$ cat src/rtl/sdr_rdpath_pkg.sv
package sdr_rdpath_pkg;
  localparam int LAT_CODE_W = 3;

  // Supported latencies are encoded as their own value in the code field.
  function automatic logic code_supported(input logic [LAT_CODE_W-1:0] code,
                                          input int min_lat, input int max_lat);
    return (int'(code) >= min_lat) && (int'(code) <= max_lat);
  endfunction
endpackage

$ cat src/rtl/lat_decode.sv
module lat_decode
  import sdr_rdpath_pkg::*;
#(
  parameter int MIN_LAT = 2,
  parameter int MAX_LAT = 3,
  parameter int IDX_W   = 2
) (
  input  logic [LAT_CODE_W-1:0] code,
  output logic                  lat_ok,
  output logic [IDX_W-1:0]      tap_sel
);
  always_comb begin
    lat_ok  = code_supported(code, MIN_LAT, MAX_LAT);
    tap_sel = '0;
    if (lat_ok) begin
      tap_sel = IDX_W'(code - LAT_CODE_W'(1));
    end
  end
endmodule

$ cat src/rtl/rd_shift_pipe.sv
module rd_shift_pipe #(
  parameter int DEPTH = 3,
  parameter int DW    = 16,
  parameter int IDX_W = 2
) (
  input  logic             clk,
  input  logic             rst_n,
  input  logic             load,
  input  logic             flush,
  input  logic [DW-1:0]    din,
  input  logic [IDX_W-1:0] tap_sel,
  output logic             out_vld,
  output logic [DW-1:0]    out_data
);
  logic [DEPTH-1:0] vld_q, vld_d, dat_en;
  logic [DW-1:0]    dat_q [DEPTH];
  logic [DW-1:0]    dat_d [DEPTH];

  for (genvar s = 0; s < DEPTH; s++) begin : g_stage
    if (s == 0) begin : g_head
      always_comb begin
        vld_d[s]  = load & ~flush;
        dat_en[s] = load;
        dat_d[s]  = din;
      end
    end else begin : g_body
      always_comb begin
        vld_d[s]  = vld_q[s-1] & ~flush;
        dat_en[s] = vld_q[s-1];
        dat_d[s]  = dat_q[s-1];
      end
    end

    always_ff @(posedge clk or negedge rst_n) begin
      if (!rst_n) begin
        vld_q[s] <= 1'b0;
        dat_q[s] <= '0;
      end else begin
        vld_q[s] <= vld_d[s];
        if (dat_en[s]) begin
          dat_q[s] <= dat_d[s];
        end
      end
    end
  end

  always_comb begin
    out_vld  = 1'b0;
    out_data = '0;
    for (int i = 0; i < DEPTH; i++) begin
      if (tap_sel == IDX_W'(i)) begin
        out_vld  = vld_q[i];
        out_data = dat_q[i];
      end
    end
  end
endmodule

$ cat src/rtl/lane_mask.sv
module lane_mask #(
  parameter int LANES  = 2,
  parameter int LANE_W = 8
) (
  input  logic                     rd_vld,
  input  logic [LANES*LANE_W-1:0]  rd_data,
  input  logic [LANES-1:0]         dqm_late,
  input  logic                     wr_beat,
  input  logic [LANES-1:0]         dqm_now,
  output logic [LANES*LANE_W-1:0]  dq_out,
  output logic [LANES-1:0]         dq_oe,
  output logic [LANES-1:0]         wr_lane_we
);
  for (genvar b = 0; b < LANES; b++) begin : g_lane
    always_comb begin
      dq_oe[b]                  = rd_vld & ~dqm_late[b];
      dq_out[b*LANE_W +: LANE_W] = dq_oe[b] ? rd_data[b*LANE_W +: LANE_W] : '0;
      wr_lane_we[b]             = wr_beat & ~dqm_now[b];
    end
  end
endmodule

$ cat src/rtl/sdr_rdpath.sv
module sdr_rdpath
  import sdr_rdpath_pkg::*;
#(
  parameter int DQ_W    = 16,
  parameter int LANE_W  = 8,
  parameter int MIN_LAT = 2,
  parameter int MAX_LAT = 3,
  parameter int DQM_DLY = 2
) (
  input  logic                      clk,
  input  logic                      rst_n,
  input  logic [LAT_CODE_W-1:0]     lat_code,
  input  logic                      rd_issue,
  input  logic [DQ_W-1:0]           rd_word,
  input  logic                      pre_cmd,
  input  logic [DQ_W/LANE_W-1:0]    dqm,
  input  logic                      wr_beat,
  output logic [DQ_W-1:0]           dq_out,
  output logic [DQ_W/LANE_W-1:0]    dq_oe,
  output logic [DQ_W/LANE_W-1:0]    wr_lane_we,
  output logic                      lat_err
);
  localparam int LANES = DQ_W / LANE_W;
  localparam int IDX_W = (MAX_LAT > 1) ? $clog2(MAX_LAT) : 1;

  logic             lat_ok;
  logic [IDX_W-1:0] tap_sel;
  logic             pipe_load;
  logic             tap_vld;
  logic [DQ_W-1:0]  tap_data;
  logic [LANES-1:0] dqm_q [DQM_DLY];
  logic [LANES-1:0] dqm_d [DQM_DLY];

  lat_decode #(.MIN_LAT(MIN_LAT), .MAX_LAT(MAX_LAT), .IDX_W(IDX_W)) u_dec (
    .code    (lat_code),
    .lat_ok  (lat_ok),
    .tap_sel (tap_sel)
  );

  assign lat_err   = ~lat_ok;
  assign pipe_load = rd_issue & ~pre_cmd & lat_ok;

  rd_shift_pipe #(.DEPTH(MAX_LAT), .DW(DQ_W), .IDX_W(IDX_W)) u_pipe (
    .clk      (clk),
    .rst_n    (rst_n),
    .load     (pipe_load),
    .flush    (lat_err),
    .din      (rd_word),
    .tap_sel  (tap_sel),
    .out_vld  (tap_vld),
    .out_data (tap_data)
  );

  // Read-side mask delay line: fixed depth, independent of read latency.
  for (genvar s = 0; s < DQM_DLY; s++) begin : g_dqm
    if (s == 0) begin : g_first
      always_comb dqm_d[s] = dqm;
    end else begin : g_next
      always_comb dqm_d[s] = dqm_q[s-1];
    end
    always_ff @(posedge clk or negedge rst_n) begin
      if (!rst_n) dqm_q[s] <= '0;
      else        dqm_q[s] <= dqm_d[s];
    end
  end

  lane_mask #(.LANES(LANES), .LANE_W(LANE_W)) u_lanes (
    .rd_vld     (tap_vld & lat_ok),
    .rd_data    (tap_data),
    .dqm_late   (dqm_q[DQM_DLY-1]),
    .wr_beat    (wr_beat),
    .dqm_now    (dqm),
    .dq_out     (dq_out),
    .dq_oe      (dq_oe),
    .wr_lane_we (wr_lane_we)
  );
endmodule

$ cat config.mk
export PLATFORM = sky130hd
export DESIGN_NAME = sdr_rdpath
export DESIGN_NICKNAME = d
export VERILOG_FILES = /design/src/rtl/sdr_rdpath_pkg.sv /design/src/rtl/lat_decode.sv /design/src/rtl/rd_shift_pipe.sv /design/src/rtl/lane_mask.sv /design/src/rtl/sdr_rdpath.sv
export SDC_FILE = /design/constraint.sdc
export NUM_CORES = 1
export LEC_CHECK = 0
export BUFFER_PORTS_ARGS = -buffer_cell sky130_fd_sc_hd__buf_4
export CAP_MARGIN = 20
export CORE_MARGIN = 3
export CORE_UTILIZATION = 55
export DETAILED_ROUTE_END_ITERATION = 10
export GPL_TIMING_DRIVEN = 0
export HOLD_SLACK_MARGIN = 0.08
export PLACE_DENSITY = 0.76
export SKIP_LAST_GASP = 1
export SYNTH_ARGS = -nofsm -noshare
export SYNTH_HDL_FRONTEND = slang
export SYNTH_SLANG_ARGS = --single-unit
$ cat constraint.sdc
create_clock -name clk -period 1.9 [get_ports clk]
set_input_delay 0 -clock clk [delete_from_list [all_inputs] [get_ports clk]]
set_output_delay 0 -clock clk [all_outputs]
set_load 0.01 [all_outputs]
==> flow_summary_export.csv <==
group,metric,value,unit
sta,slew_violations,0,
pwr,power.leakage,1.913,nW
floorplanning,die_y,78.57,um
sta,timing.hold.ws,104.0,ps
pwr,vdd_drop_max,0.5737,mV
synthesis,syn_nets,273,
cts,cts_root_buf,"clkbuf_8",
placement,place_area,3326,um2
global_route,grt_pass1_vias,2373,
placement,gp_congestion,0.8486,
finish,final_area,3751,um2
global_route,grt.overflow.total,0,
synthesis,avgSynthCellArea,11.82,um2
sta,relSlewSlack,0.5419,
cts,clock-sinks,55,
finish,synthToLayoutAreaGrowth,29.50,%
setup_path,cp_max_fo,10,
sta,fin_crit,1822,ps
synthesis,synthTopCellsByArea,"dfrtp_1, mux2_2, o211a_1, mux2_4, a21o_1",
finish,instances_no_fill,392,
synthesis,yosys.area.top_type_share,0.4752,
placement,portBuffers,46,
drt,antenna_left,0,
synthesis,yosys.area.top_type,"dfrtp_1",
placement,place_ws,-472.8,ps
synthesis,yosysUniqueCellTypes,29,
placement,dp_hpwl,4.405,mm
sta,skew,10.02,ps
drt,vias,2248,
floorplanning,start_util,0.5898,
drt,vias_per_cell,5.735,
placement,place_inst,358,
flow_run,drv_cap,0,
setup_path,criticalPathCategory,"in2out",
finish,num_antenna_cells,0,
drt,wl_per_cell,17.58,um
floorplanning,io_pins,47,
floorplanning,die_w,78.57,um
cts,clock_latency,310,ps
synthesis,seq_area_frac_synth,0.4752,
synthesis,ys.warnings.count,0,
sta,period_share,0.9589,
floorplanning,dieArea,6173,um2
sta,setup_tns,0,ps
setup_path,endpoint_kind,"primary output",
sta,finalHoldViolCount,0,
setup_path,crit_required,1900,ps
sta,fmax,548.9,MHz
global_route,grt_pass1_wl,11.39,mm
drt,routed_wl,6.893,mm
setup_path,arrival,1820,ps
cts,cts_max_level,2,
finish,utilization,0.7638,
floorplanning,rows,25,
pwr,power,3.125,mW
cts,cts_made_buffers,5,
drt,drt_iter0_drc,138,
finish,final_layout_size_suffix_gt1_frac,0.4092,
setup_path,cp-start-kind,"primary input",
synthesis,synth-seq-cells,55,
finish,fillers,348,
cts,clk_pin_slew,100,ps
drt,firstDrtPassIters,4,
global_route,grt_max_degree,56,
drt,drc,0,
sta,tightest_slew,687.2,ps
sta,setup_ws,78.19,ps
global_route,antenna_found_initial,0,
synthesis,netlist_area,2897,um2
pwr,power_density,833.1,nW/um2
cts,cts_buffer_depth,2,
outcome,outcome,"completed",
cts,tritoncts,"yes",
worst_hold_path,hold_path_class,"in2reg",
floorplanning,coreArea,4911,um2
sta,setup_viol,0,
synthesis,netlist_instances,245,
finish,nets,352,
global_route,grt_usage,0.2418,
## critical path, cell delays in order
cell and delay (ps):
buf_6 120, buf_8 120, buf_8 130, inv_1 60, ha_2 310, buf_4 190
a21o_1 220, a31oi_4 220, buf_12 150, o211a_1 170, buf_4 120
## routing by layer
layer,vias to the layer above,routed length [um],GRT usage
met3,6,324,0.05619
li1,1048,-,-
met1,1136,2987,0.3043
met4,0,77,0.08217
met5,-,0,0
met2,58,3504,0.4083
## sequential cells by signal, indices dropped and copies added (netlist names)
signal         count
u_pipe.dat_d      32
dqm_d              2
dqm_q              2
u_pipe.dat_q      16
u_pipe.dat_en      2
u_pipe.vld_q       1
## cells by family (layout without fill, tap and decap cells)
kind of cell    count (synthesis)  after routing  synth area share
simple gates                   77             77            0.1374
mux                            50             50            0.2099
flops                          55             55            0.4752
fa+ha+maj                       2              2          0.008638
buf+inv                        21            101           0.03585
compound gates                 40             40            0.1330
## final timing paths
path,from,endpoint,slack [ps],cells after the start
setup / recovery,lat_code[0],dq_out[7],80,11
hold / removal,lat_code[0],u_pipe.dat_en[2],100,3
setup reg to reg,u_pipe.dat_en[1],u_pipe.dat_d[14],350,3
hold reg to reg,dqm_d[1],dqm_q[1],350,0
max in group asynchronous,rst_n,u_pipe.vld_q[2],1170,2
min in group asynchronous,rst_n,u_pipe.dat_d[30],270,2
## synth_stat cells
master    count
a211o_1       2
and2b_1       1
nand2_1      33
buf_1         1
nand4_2       1
o211a_1      16
nor3b_1       1
inv_1         3
nand2b_1      1
a21o_1       17
nand3_1      17
nand4_1      16
dfrtp_1      55
and2_1        2
nor2b_1       3
nand3b_4      1
mux2_4        9
a21oi_4       1
ha_1          2
o21bai_2      1
mux2_2       40
o21ba_2       1
a31oi_4       2
buf_4         2
buf_6         1
mux2i_4       1
nor2_1        1
buf_2         8
clkbuf_1      6
## layout make-up
class | count | area (um2) | area share
Inverter | 3 | 11.26 | 0.003002
Buffer | 18 | 136.4 | 0.03636
Clock inverter | 1 | 5.005 | 0.001334
Clock buffer | 7 | 76.32 | 0.02035
Sequential cell | 55 | 1376 | 0.3669
Multi-Input combinational cell | 169 | 1445 | 0.3853
Tap cell | 67 | 83.83 | 0.02235
Timing Repair Buffer | 72 | 616.8 | 0.1644
## where the power goes
part,switching [mW],internal (mW)
clock network,0.361,0.260
logic,0.296,0.461
registers,0.258,1.49
total,0.915,2.21
## timing repair
action / CTS / global route
resized for setup: 14 / 16
endpoints found under the hold margin: 73 / 0
endpoints found under the setup margin: 27 / 16
pin swaps: 2 / 0
buffers inserted: 3 / 4
hold buffers: 19 / 0
cloned: 0 / 0
## cell usage in the layout (no fill, tap or decap), drive strengths merged, types with 2 or more instances in the layout
master	Yosys	final
buf	12	68
dfrtp	55	55
mux2	49	49
nand2	33	33
dlygate4sd3	0	19
a21o	17	17
nand3	17	17
nand4	17	17
o211a	16	16
clkbuf	6	10
inv	3	3
nor2b	3	3
a211o	2	2
a31oi	2	2
and2	2	2
ha	2	2
(Power assumes the default switching activity.)
